--- src/rtl/rtc_pkg.sv ---
// Package: shared index codes and select type for the indexed calendar clock.
// Assumes an 8-bit index space; any code not listed here selects no register.
package rtc_pkg;
    localparam logic [7:0] IDX_SEC    = 8'h10;
    localparam logic [7:0] IDX_MIN    = 8'h11;
    localparam logic [7:0] IDX_HOUR   = 8'h12;
    localparam logic [7:0] IDX_DOW    = 8'h13;
    localparam logic [7:0] IDX_DOM    = 8'h14;
    localparam logic [7:0] IDX_MON    = 8'h15;
    localparam logic [7:0] IDX_YEAR   = 8'h16;
    localparam logic [7:0] IDX_CTRL_A = 8'h20;
    localparam logic [7:0] IDX_CTRL_D = 8'h23;

    localparam int NUM_TIME = 7;

    // Enum order matters: value i+1 selects time field i.
    typedef enum logic [3:0] {
        SEL_NONE = 4'd0,
        SEL_SEC  = 4'd1,
        SEL_MIN  = 4'd2,
        SEL_HOUR = 4'd3,
        SEL_DOW  = 4'd4,
        SEL_DOM  = 4'd5,
        SEL_MON  = 4'd6,
        SEL_YEAR = 4'd7,
        SEL_CTRL = 4'd8
    } rtc_sel_e;
endpackage

--- src/rtl/rtc_index_decode.sv ---
// Module: maps the latched index byte onto a register select.
// Purely combinational; assumes the caller holds the index stable in a register.
module rtc_index_decode
    import rtc_pkg::*;
(
    input  logic [7:0] idx,
    output rtc_sel_e   sel
);
    // Decode the index byte; control registers share one select.
    always_comb begin
        unique case (idx)
            IDX_SEC:  sel = SEL_SEC;
            IDX_MIN:  sel = SEL_MIN;
            IDX_HOUR: sel = SEL_HOUR;
            IDX_DOW:  sel = SEL_DOW;
            IDX_DOM:  sel = SEL_DOM;
            IDX_MON:  sel = SEL_MON;
            IDX_YEAR: sel = SEL_YEAR;
            default:  sel = (idx >= IDX_CTRL_A && idx <= IDX_CTRL_D) ? SEL_CTRL : SEL_NONE;
        endcase
    end
endmodule

--- src/rtl/rtc_prescaler.sv ---
// Module: counts periodic ticks modulo DIV, flags the wrapping tick and
// registers a one-cycle interrupt per tick.
// Assumes tick is a synchronous single-cycle strobe; a tick held high counts every cycle.
module rtc_prescaler #(
    parameter int DIV = 1024
) (
    input  logic                    clk,
    input  logic                    rst_n,
    input  logic                    tick,
    output logic [$clog2(DIV)-1:0]  cnt,
    output logic                    adv,
    output logic                    irq
);
    localparam int CNT_W = $clog2(DIV);
    localparam logic [CNT_W-1:0] LAST = CNT_W'(DIV - 1);

    // The wrapping tick is the one that finds the count at its last value.
    assign adv = tick && (cnt == LAST);

    // Tick counter, wrapping at DIV.
    always_ff @(posedge clk) begin
        if (!rst_n)   cnt <= '0;
        else if (adv) cnt <= '0;
        else if (tick) cnt <= cnt + 1'b1;
    end

    // Interrupt pulse one cycle after each tick.
    always_ff @(posedge clk) begin
        if (!rst_n) irq <= 1'b0;
        else        irq <= tick;
    end
endmodule

--- src/rtl/rtc_time_regs.sv ---
// Module: storage for the seven time fields, with the month and year port
// offsets and the seconds rollover.
// Assumes wr is already qualified by the data-port strobe; a write beats a seconds advance.
module rtc_time_regs
    import rtc_pkg::*;
#(
    parameter int SEC_MAX  = 59,
    parameter int YEAR_OFS = 52
) (
    input  logic                         clk,
    input  logic                         rst_n,
    input  logic                         wr,
    input  rtc_sel_e                     sel,
    input  logic [7:0]                   wdata,
    input  logic                         adv,
    output logic [NUM_TIME-1:0][7:0]     fld_q,
    output logic [7:0]                   rd_val
);
    localparam logic [7:0] SEC_TOP  = 8'(SEC_MAX);
    localparam logic [7:0] YOFS     = 8'(YEAR_OFS);
    localparam int         MON_POS  = int'(SEL_MON) - 1;
    localparam int         YEAR_POS = int'(SEL_YEAR) - 1;

    logic [7:0] sec_next;

    // Next seconds value on an advance: count up, or roll to zero at the top.
    always_comb sec_next = (fld_q[0] >= SEC_TOP) ? 8'd0 : fld_q[0] + 8'd1;

    for (genvar i = 0; i < NUM_TIME; i++) begin : g_fld
        logic [7:0] wr_val;

        // Convert a port byte into the stored form of this field.
        if (i == MON_POS) begin : g_mon
            assign wr_val = wdata - 8'd1;
        end else if (i == YEAR_POS) begin : g_year
            assign wr_val = wdata + YOFS;
        end else begin : g_raw
            assign wr_val = wdata;
        end

        // Field register: a port write wins, else seconds advance on the prescaler wrap.
        if (i == 0) begin : g_sec
            always_ff @(posedge clk) begin
                if (!rst_n)                          fld_q[i] <= 8'd0;
                else if (wr && sel == rtc_sel_e'(i + 1)) fld_q[i] <= wr_val;
                else if (adv)                        fld_q[i] <= sec_next;
            end
        end else begin : g_plain
            always_ff @(posedge clk) begin
                if (!rst_n)                          fld_q[i] <= 8'd0;
                else if (wr && sel == rtc_sel_e'(i + 1)) fld_q[i] <= wr_val;
            end
        end
    end

    // Read mux: undo the stored offsets; the control and undecoded selects read zero.
    always_comb begin
        unique case (sel)
            SEL_SEC:  rd_val = fld_q[0];
            SEL_MIN:  rd_val = fld_q[1];
            SEL_HOUR: rd_val = fld_q[2];
            SEL_DOW:  rd_val = fld_q[3];
            SEL_DOM:  rd_val = fld_q[4];
            SEL_MON:  rd_val = fld_q[MON_POS] + 8'd1;
            SEL_YEAR: rd_val = fld_q[YEAR_POS] - YOFS;
            default:  rd_val = 8'd0;
        endcase
    end
endmodule

--- src/rtl/rtc_indexed_regs.sv ---
// Module: top of the indexed-port calendar clock. Holds the index register
// and the sticky error flag, and ties together the decode, prescaler and field storage.
// Assumes the port strobes are synchronous and single-cycle; index and data use one write bus.
module rtc_indexed_regs
    import rtc_pkg::*;
#(
    parameter int TICK_DIV = 1024,
    parameter int SEC_MAX  = 59,
    parameter int YEAR_OFS = 52
) (
    input  logic       clk,
    input  logic       rst_n,
    input  logic       tick,
    input  logic       idx_wr,
    input  logic       data_wr,
    input  logic       data_rd,
    input  logic [7:0] wdata,
    output logic [7:0] rdata,
    output logic       irq,
    output logic       err
);
    localparam int CNT_W = $clog2(TICK_DIV);

    logic [7:0]                idx_q;
    rtc_sel_e                  sel;
    logic [CNT_W-1:0]          pre_cnt;
    logic                      sec_adv;
    logic [NUM_TIME-1:0][7:0]  fld_q;
    logic [7:0]                rd_val;

    // Index register, loaded from the index port.
    always_ff @(posedge clk) begin
        if (!rst_n)      idx_q <= 8'h00;
        else if (idx_wr) idx_q <= wdata;
    end

    // Sticky error flag for any data-port access at an undecoded index.
    always_ff @(posedge clk) begin
        if (!rst_n)                                      err <= 1'b0;
        else if ((data_rd || data_wr) && sel == SEL_NONE) err <= 1'b1;
    end

    rtc_index_decode u_dec (
        .idx (idx_q),
        .sel (sel)
    );

    rtc_prescaler #(.DIV(TICK_DIV)) u_pre (
        .clk   (clk),
        .rst_n (rst_n),
        .tick  (tick),
        .cnt   (pre_cnt),
        .adv   (sec_adv),
        .irq   (irq)
    );

    rtc_time_regs #(.SEC_MAX(SEC_MAX), .YEAR_OFS(YEAR_OFS)) u_regs (
        .clk    (clk),
        .rst_n  (rst_n),
        .wr     (data_wr),
        .sel    (sel),
        .wdata  (wdata),
        .adv    (sec_adv),
        .fld_q  (fld_q),
        .rd_val (rd_val)
    );

    // Read data is driven only while the read strobe is high.
    assign rdata = data_rd ? rd_val : 8'h00;
endmodule

--- config.mk ---
export PLATFORM = sky130hd
export DESIGN_NAME = rtc_indexed_regs
export DESIGN_NICKNAME = d
export VERILOG_FILES = /design/src/rtl/rtc_pkg.sv /design/src/rtl/rtc_index_decode.sv /design/src/rtl/rtc_prescaler.sv /design/src/rtl/rtc_time_regs.sv /design/src/rtl/rtc_indexed_regs.sv
export SDC_FILE = /design/constraint.sdc
export NUM_CORES = 1
export LEC_CHECK = 0
export BUFFER_PORTS_ARGS = -buffer_cell sky130_fd_sc_hd__buf_2
export CAP_MARGIN = 20
export CORE_AREA = 8 8 143 145
export DETAILED_ROUTE_END_ITERATION = 10
export DIE_AREA = 0 0 151 153
export GPL_TIMING_DRIVEN = 0
export PLACE_DENSITY_LB_ADDON = 0.3
export SYNTH_ARGS = -nofsm -noshare
export SYNTH_HDL_FRONTEND = slang
export SYNTH_SLANG_ARGS = --single-unit
--- constraint.sdc ---
create_clock -name clk -period 3.1 [get_ports clk]
set_input_delay 0.155 -clock clk [delete_from_list [all_inputs] [get_ports clk]]
set_output_delay 0.155 -clock clk [all_outputs]
set_load 0.03 [all_outputs]
==> impl_results.md, run 1 <==
* Pre-antenna DRT Iters at 4
* Setup ws final at around 460 ps
* Leakage power at 1.78 nW
* Total core area at 18300 um^2
* Slew HR at 0.511
* Syn Nets at 482
* Final core utilization at 0.265
* VDD IR max at 0.354 mV
* Count of cell types in the netlist at 56
* Antenna diode count at 0
* CTS Sinks at 76
* Mapped cell area at 4100 um^2
* Worst Tran Pin Value at around 730 ps
* Pre-CTS setup slack at 860 ps
* Port buffer count at 16
* Max clock buf depth at 2
* Hold_buf cts at 0
* Critical Path RT at 2940 ps
* Mean routed wirelength per cell at 16.4 um
* Critical path class: reg -> out
* Seq/Total Area, Yosys at 0.371
* Top_reg_cell synth: dfxtp_1
* First-pass GRT wire length at 19.2 mm
* Worst hold path cell count at 2
* Drc violations at 0
* Syn Area/Cell at 8.90 um^2
* Final Cell Area at 4850 um^2
* Reg-to-reg slack, setup at 1140 ps
* Vias post-DR at 3423
* Area Overhead vs Synth at 18.2%
* Final Wtd Congestion at between 0.8 and 0.9
* Largest net degree at the start of global routing at 13
* CTS Buf Count at 9
* Die Width at around 150 um
* Post-DP Area at 4480 um^2
* Tightest Hold Check Type: in -> reg
* Final cell count without fillers at 726
* Antenna violations before repair at 0
* Worst hold endpoint: u_pre.irq
* Slew Limit Fails at 0
* Initial DRC Count at 183
* Final cycle utilization of the critical path at 0.852
* Clock Skews at roughly 8.2 ps
* Post_cts resized at 0
* Worst R2R Start: idx_q[1]
* R2R Path End: u_regs.fld_q[5]
* Startpoint Class: register
* Synth warnings at 0
* Antenna-violating nets left at 0
* Post-route setup TNS at 0 ps
* Final hold vios at 0
* Ratio of cells with drive above 1 in the final layout at 0.114
* Max-cap violations at 0
* Total power at 2.53 mW
* Die Area at between 20000 and 25000 um^2
* Initial Util at 0.225
* Number of global-route vias before repair at 3444
* Tmin final at 2640 ps
* CTS tree: built
* Status: finished, final reports clean
* Worst Path Arrival at 2490 ps
* Min-delay src: tick
* P per Cell Area at 521 nW/um^2
* HPWL after detailed placement at 8.76 mm
* Clk_lat worst skew at 350 ps
* Max Freq at roughly 0.38 GHz
* Final setup viols at 0
* Worst-path maximum fanout at 10
* R2r worst-path depth at 8
* CTS H-tree lvls at 3
* Placed Cells at 711
* Gr ovfl total at 0
* Vias per inst at 4.71
* Clk slew on worst S/H paths at ~60 ps
* Final #Nets at 509
* # Post-CTS Setup Buffers at 0
* Chip Height at 153 um
* EDFF count, synth at 0
* RSZ-0062 raised after global routing: false
* Worst hold margin at 122 ps
* IO Pins at 24
* Drt total wl at 11.9 mm
* CP Capture Type: output port
* Placement row count at 50
* Synthesis-stage register bit count at 76
* Cells after Synth at 461
* Root Buffer: clkbuf_16
* Ys async rst share at 0
* Global Route Usage Sum at 0.108
-- layout make-up --
class | instances | area (um^2)
clock inverter | 4 | 120
multi-input combinational | 342 | 2390
buffer | 34 | 160
inverter | 9 | 33.8
tap | 234 | 293
sequential | 76 | 1520
fill | 1964 | 13400
clock buffer | 11 | 253
timing repair buffer | 16 | 80.1
-- cells in the final DEF (no fill, tap or decap), drive strengths merged, types with 2 or more instances in the layout --
cell type	instances
o21ai	16
a21o	2
o22ai	6
and4	2
bufinv	4
nor3b	2
o211a	6
nor2	30
or3	3
a221oi	3
o21a	4
clkbuf	28
and2	6
or4	2
nor3	14
dfxtp	76
nor2b	46
or2	5
ha	7
mux2i	56
nand3	20
xor2	11
and3	4
nand3b	2
a21oi	18
nand4	6
buf	33
a21boi	2
nor4	2
a31oi	7
nand2b	2
inv	9
nand2	29
xnor2	15
-- synthesized netlist by cell type (4+ instances only) --
| cell | n | share of area |
|---|---|---|
| inv_1 | 9 | 0.0082 |
| nand3_1 | 20 | 0.024 |
| o21ai_1 | 9 | 0.011 |
| clkbuf_1 | 17 | 0.016 |
| nand4_1 | 6 | 0.0091 |
| dfxtp_1 | 76 | 0.37 |
| o21ai_0 | 7 | 0.0085 |
| mux2i_1 | 56 | 0.14 |
| nor2b_1 | 46 | 0.070 |
| buf_2 | 11 | 0.013 |
| xnor2_1 | 15 | 0.032 |
| a31oi_1 | 7 | 0.011 |
| o22ai_1 | 6 | 0.0091 |
| nor2_1 | 29 | 0.027 |
| o21a_1 | 4 | 0.0073 |
| ha_1 | 7 | 0.021 |
| and3_1 | 4 | 0.0061 |
| o211a_1 | 6 | 0.015 |
| a21oi_1 | 18 | 0.022 |
| nor3_1 | 10 | 0.012 |
| and2_1 | 6 | 0.0091 |
| nand2_1 | 29 | 0.027 |
| xor2_1 | 11 | 0.023 |
-- cell families (layout without fill, tap and decap cells) --
| family | count (synthesis) | after routing | share of synthesized area |
|---|---|---|---|
| AOI/OAI and AO/OA | 73 | 73 | 0.116 |
| muxes | 58 | 58 | 0.145 |
| DFF | 76 | 76 | 0.371 |
| buffers and inverters | 43 | 74 | 0.0473 |
| and+or+nand+nor | 178 | 178 | 0.245 |
| adders and majority gates | 7 | 7 | 0.0213 |
| xor gates and xnor gates | 26 | 26 | 0.0555 |
-- critical path, stage by stage, from the launching register on --
cell and delay, ps:
dfxtp_1 300, buf_2 190, buf_2 320, buf_2 330, a31oi_1 140, o32ai_1 380, nand2_1 100, a31oi_1 140
buf_2 220
-- how the worst max path moves through the flow --
stage,startpoint,end,cells past startpoint
after detailed placement,idx_q[1],rdata[1],8
final,idx_q[1],rdata[1],8
after global placement,idx_q[1],rdata[1],8
after global routing,idx_q[1],rdata[1],8
after CTS,idx_q[1],rdata[1],8
after floorplan,idx_q[1],rdata[6],7
-- power by group --
part / leakage (nW) / switching [mW] / internal (mW)
logic: 0.981 / 0.120 / 0.0667
clock network: 0.182 / 0.425 / 0.907
registers: 0.615 / 0.0152 / 0.992
-- flip-flops by register name, indices dropped and copies added (netlist names) --
register / cells
err: 1
u_pre.cnt: 10
u_pre.irq: 1
idx_q: 8
u_regs.fld_q: 56
-- metal layers --
layer	vias up	share of wire	routed length, um	GRT usage
met5	-	0	0	0
met4	0	0.031	370	0.0490
met3	26	0.045	540	0.0325
met2	76	0.48	5750	0.175
met1	1653	0.44	5270	0.129
li1	1668	-	-	-
No activity file was read; power rests on OpenSTA's default activity.
==> run 2: changes to the inputs <==
--- a/config.mk
+++ b/config.mk
@@ -11,7 +11,7 @@
 export DETAILED_ROUTE_END_ITERATION = 10
 export DIE_AREA = 0 0 151 153
 export GPL_TIMING_DRIVEN = 0
-export PLACE_DENSITY_LB_ADDON = 0.3
+export PLACE_DENSITY = 0.49
 export SYNTH_ARGS = -nofsm -noshare
 export SYNTH_HDL_FRONTEND = slang
 export SYNTH_SLANG_ARGS = --single-unit
==> run 2 against run 1 <==
Compared with the run above:
- final cell count increased by 0.14%
- worst hold slack better by 4.1 ps
- die area unchanged
- largest power group unchanged
==> impl_results.md, run 2 (same netlist as run 1, synthesis figures left out) <==
* Status: finished, final reports clean
* Mean routed wirelength per cell at 16.6 um
* Final cell count without fillers at 727
* Drc violations at 0
* Worst Path Arrival at 2440 ps
* Tightest Hold Check Type: in -> reg
* Total power at 2.29 mW
* Most frequent cells in the layout: dfxtp_1, mux2i_1, nor2b_1
* Clock power share at 0.480
* Critical path class: reg -> out
* CTS H-tree lvls at 3
* Multi-input logic area at approximately 2400 um^2
* Die Width at 151 um
* CP Capture Type: output port
* Clock Skews at about 11 ps
* Worst path slowest cell: o32ai_1
* Clk slew on worst S/H paths at 60 ps
* Pre-antenna DRT Iters at 4
* Fillers at 1957
* CTS Sinks at 76
* Port buffer count at 16
* VDD IR max at 0.374 mV
* Tmin final at 2600 ps
* Top flop regs: u_regs.fld_q: 56 flops, u_pre.cnt: 10 flops, idx_q: 8 flops
* Initial DRC Count at 210
* Vias post-DR at 3381
* Pre-CTS setup slack at around 850 ps
* Final cycle utilization of the critical path at 0.837
* Initial Util at 0.225
* CP Cell Sequence: buf_2 > buf_2 > buf_2 > a31oi_1 > o32ai_1 > nand2_1 > a31oi_1 > buf_2
* Critical Path RT at 2940 ps
* Largest net degree at the start of global routing at 14
* Area Overhead vs Synth at 16.7%
* Largest Register: u_regs.fld_q
* Final Wtd Congestion at 0.858
* Chip Height at between 150 and 200 um
* Post-DP Area at about 4500 um^2
* P per Cell Area at between 400 and 500 nW/um^2
* Max-cap violations at 0
* Drt total wl at 12.1 mm
* Number of global-route vias before repair at 3451
* Post_cts resized at 0
* Combinational power share at 0.081
* Worst hold margin at roughly 130 ps
* CTS Buf Count at 9
* Antenna violations before repair at 0
* Vias per inst at approximately 4.7
* Antenna-violating nets left at 0
* IO Pins at 24
* Die Area at between 20000 and 25000 um^2
* Total core area at approximately 18000 um^2
* Internal Pwr Total at 1.73 mW
* Leakage power at approximately 1.7 nW
* Final setup viols at 0
* Buf/Inv on CP at 4
* Part of the power in registers at 0.439
* Final core utilization at 0.262
* Ratio of cells with drive above 1 in the final layout at 0.116
* First-pass GRT wire length at 19.0 mm
* Switching pwr at between 500 and 600 uW
* Final hold vios at 0
* Final Cell Area at approximately 4800 um^2
* HPWL after detailed placement at 8.87 mm
* Clk_lat worst skew at 350 ps
* Hold_buf cts at 0
* Final #Nets at 509
* Slew HR at 0.479
* Global Route Usage Sum at 0.108
* Startpoint Class: register
* Worst path max stage delay at between 300 and 400 ps
* Most frequent CP cell: buf_2
* Placed Cells at 711
* Slew Limit Fails at 0
* Worst Tran Pin Value at 782 ps
* Sw frac at 0.248
* # Post-CTS Setup Buffers at 0
* Max reg flops at 56
* Max Freq at 0.385 GHz
* Worst-path maximum fanout at 10
* Setup ws final at 505 ps
* Cell family with most CP delay: buffers and inverters
* Max clock buf depth at 2
* RSZ-0062 raised after global routing: false
* CTS tree: built
* Gr ovfl total at 0
* Placement row count at 50
* Root Buffer: clkbuf_16
* Antenna diode count at 0
* Commonest non-fill, non-tap cell in the layout: dfxtp_1
* Post-route setup TNS at 0 ps
* FF/Latch Area at ~1500 um^2
[run 2: cell count changes in the layout (fill, tap and decap cells not counted)]
| cell | delta |
|---|---|
| clkinvlp_4 | +4 |
| bufinv_16 | -3 |
[run 2: power by group through the flow]
stage               registers (mW)  clock network, mW  logic [mW]
floorplan                     1.03                  0       0.126
global route                  1.01               1.16       0.202
finish                        1.01               1.10       0.186
CTS                           1.01               1.13       0.187
detailed placement            1.03                  0       0.186
global placement              1.03                  0       0.185
[run 2: worst paths after layout]
path | from | endpoint | slack, ps | depth (start not counted)
max | idx_q[1] | rdata[1] | 500 | 8
min | tick | u_pre.irq | 130 | 2
max reg2reg | idx_q[1] | u_regs.fld_q[5] | 1130 | 8
min reg2reg | err | err | 470 | 1
[run 2: layer usage]
metal  part of all wire  wire [um]  vias up  global-route usage
met4              0.036        429        0              0.0547
li1                   -          -     1668                   -
met1               0.44       5320     1613               0.128
met2               0.48       5790       75               0.177
met5                  0          0        -                   0
met3              0.045        542       25              0.0257
[run 2: cell type report]
cell class              instances  share of cell area
clock inverters                 5              0.0125
inverters                       9             0.00705
well taps                     234              0.0611
repair buffers                 16              0.0167
clock buffers                  11              0.0528
multi-input cells             342               0.499
plain buffers                  34              0.0334
flip-flops and latches         76               0.318
==> run 3: changes to the inputs <==
==> constraint.sdc (replaced) <==
create_clock -name clk -period 2.55 [get_ports clk]
set_input_delay 0.1275 -clock clk [delete_from_list [all_inputs] [get_ports clk]]
set_output_delay 0.1275 -clock clk [all_outputs]
set_load 0.03 [all_outputs]
==> run 3 against run 2 <==
Compared with the run above:
- non-clock buffer count unchanged
- sequential share of layout area about the same
- first-iteration DRC count decreased by 6.2%
- clock skew decreased by 2.2 ps
- register-to-register slack got worse by 550 ps
- combinational power increased by 22%
- utilization about the same
- total power increased by 21%
- global-route usage unchanged
- final cell count unchanged
- sequential cell count unchanged
- wire length about the same
==> impl_results.md, run 3 (same netlist as run 1, synthesis figures left out) <==
* Status: finished, final reports clean
* Critical Path RT at between 2000 and 2500 ps
* Worst R2R Start: idx_q[1]
* Gr ovfl total at 0
* Number of global-route vias before repair at 3451
* Final Wtd Congestion at 0.858
* Clk_lat worst skew at ~350 ps
* Pre-CTS setup slack at 327 ps
* Worst path max stage delay at around 370 ps
* Critical path class: reg -> out
* Largest net degree at the start of global routing at 14
* Tightest Hold Check Type: in -> reg
* Worst Tran Pin Value at between 700 and 800 ps
* Final hold vios at 0
* Crit. path cell count at 8
* Buf/Inv on CP at 4
* Chip Height at 153 um
* Antenna diode count at 0
* Antenna-violating nets left at 0
* Max clock buf depth at 2
* VDD IR max at 0.455 mV
* Final setup viols at 0
* Startpoint Class: register
* Antenna violations before repair at 0
* Final cycle utilization of the critical path at 0.958
* Most frequent cells in the layout: dfxtp_1, mux2i_1, nor2b_1
* Setup ws final at 106 ps
* Placement row count at 50
* CTS H-tree lvls at 3
* Leakage power at approximately 1.7 nW
* HPWL after detailed placement at about 9 mm
* Post-route setup TNS at 0 ps
* Max Freq at 0.409 GHz
* CTS Buf Count at 9
* Slew HR at 0.501
* Drc violations at 0
* Largest Register: u_regs.fld_q
* Worst hold endpoint: u_pre.irq
* Grt peak-use layer: met2
* CTS Sinks at 76
* Die Width at around 150 um
* Max-cap violations at 0
* Drt total wl at 12.1 mm
* Commonest non-fill, non-tap cell in the layout: dfxtp_1
* Tmin final at 2440 ps
* Pre-antenna DRT Iters at 4
* Initial Util at 0.225
* Initial DRC Count at 197
* R2r worst-path depth at 8
* Cell family with most CP delay: buffers and inverters
* Vias post-DR at roughly 3400
* Port buffer count at 16
* Die Area at approximately 23000 um^2
* Clk slew on worst S/H paths at 60 ps
* Max reg flops at 56
* Met1 Use GR at 0.128
* CTS tree: built
* Clock Skews at 9.11 ps
* Top flop regs: u_regs.fld_q: 56 flops, u_pre.cnt: 10 flops, idx_q: 8 flops
* CP Capture Type: output port
* P per Cell Area at 581 nW/um^2
* Total core area at 18300 um^2
* Worst-path maximum fanout at 10
* RSZ-0062 raised after global routing: false
* Ratio of cells with drive above 1 in the final layout at 0.116
* Reg-to-reg slack, setup at 580 ps
* Global Route Usage Sum at 0.108
* Worst path slowest cell: o32ai_1
* Worst Path Arrival at 2320 ps
* Met3 usage at 0.0257
* First-pass GRT wire length at 19.0 mm
* R2R Path End: u_regs.fld_q[5]
* Final #Nets at 509
* Hold_buf cts at 0
* M2 GR Usage at 0.177
* Min-delay src: tick
* Mean routed wirelength per cell at 16.6 um
* CP Cell Sequence: buf_2 > clkbuf_4 > buf_4 > a31oi_1 > o32ai_1 > nand2_1 > a31oi_1 > buf_2
* Slew Limit Fails at 0
* Worst hold path cell count at 2
* IO Pins at 24
* Root Buffer: clkbuf_16
* Vias per inst at 4.68
* Area Overhead vs Synth at 16.8%
==> run 3: changes by cell type in the layout (fill, tap and decap cells not counted), sizes merged <==
| cell | previous run | this run |
|---|---|---|
| clkbuf | 28 | 29 |
| buf | 33 | 32 |
==> run 3: worst reg2reg max path, stage by stage, from the launching register on <==
cell     delay (ps)
dfxtp_1         290
buf_2           160
or4b_1          480
buf_2           190
nor2_1          140
nand3_1         140
buf_2           230
o21ai_1         160
a31oi_1          60
==> run 3: routing by layer <==
metal | vias to the layer above | share of wire | wire length (um)
met5 | - | 0 | 0
met2 | 75 | 0.48 | 5830
li1 | 1665 | - | -
met1 | 1637 | 0.44 | 5330
met4 | 0 | 0.034 | 414
met3 | 25 | 0.042 | 513
==> run 3: cell type report <==
type | instances | area [um^2]
inverters | 9 | 33.8
fillers | 1957 | 13500
clock inverters | 5 | 60.1
multi-input cells | 342 | 2390
plain buffers | 34 | 165
repair buffers | 16 | 80.1
well taps | 234 | 293
flip-flops and latches | 76 | 1520
clock buffers | 11 | 253
==> run 3: how the worst max path moves through the flow <==
stage / end / slack [ps] / from
floorplan: rdata[6] / 570 / idx_q[1]
global placement: rdata[1] / 320 / idx_q[1]
detailed placement: rdata[1] / 330 / idx_q[1]
CTS: rdata[1] / 50 / idx_q[1]
global route: rdata[1] / 7 / idx_q[1]
finish: rdata[1] / 110 / idx_q[1]
==> run 3: repair_timing <==
action                     in CTS  in global routing
resized for setup               1                  1
setup endpoints to repair       1                  2
buffers inserted                0                  0
==> run 3: through the flow <==
| stage | hold WS (ps) | cell area (um^2) | instances | power (mW) | util |
|---|---|---|---|---|---|
| 2_1_floorplan | 371 | 4100 | 461 | 1.40 | - |
| 3_3_place_gp | 448 | 4480 | 711 | 1.47 | 0.245 |
| 3_5_place_dp | 457 | 4480 | 711 | 1.48 | 0.245 |
| 4_1_cts | 94.3 | 4790 | 727 | 2.82 | 0.262 |
| 5_1_grt | 102 | 4790 | 727 | 2.89 | 0.262 |
| 6_report | 98.4 | 4790 | 727 | 2.78 | 0.262 |
==> run 3: report_power, final <==
group / internal, mW / leakage, nW / total [mW] / switching [mW]
registers: 1.21 / 0.615 / 1.22 / 0.0182
clock network: 0.810 / 0.140 / 1.33 / 0.524
logic: 0.0822 / 0.981 / 0.227 / 0.145
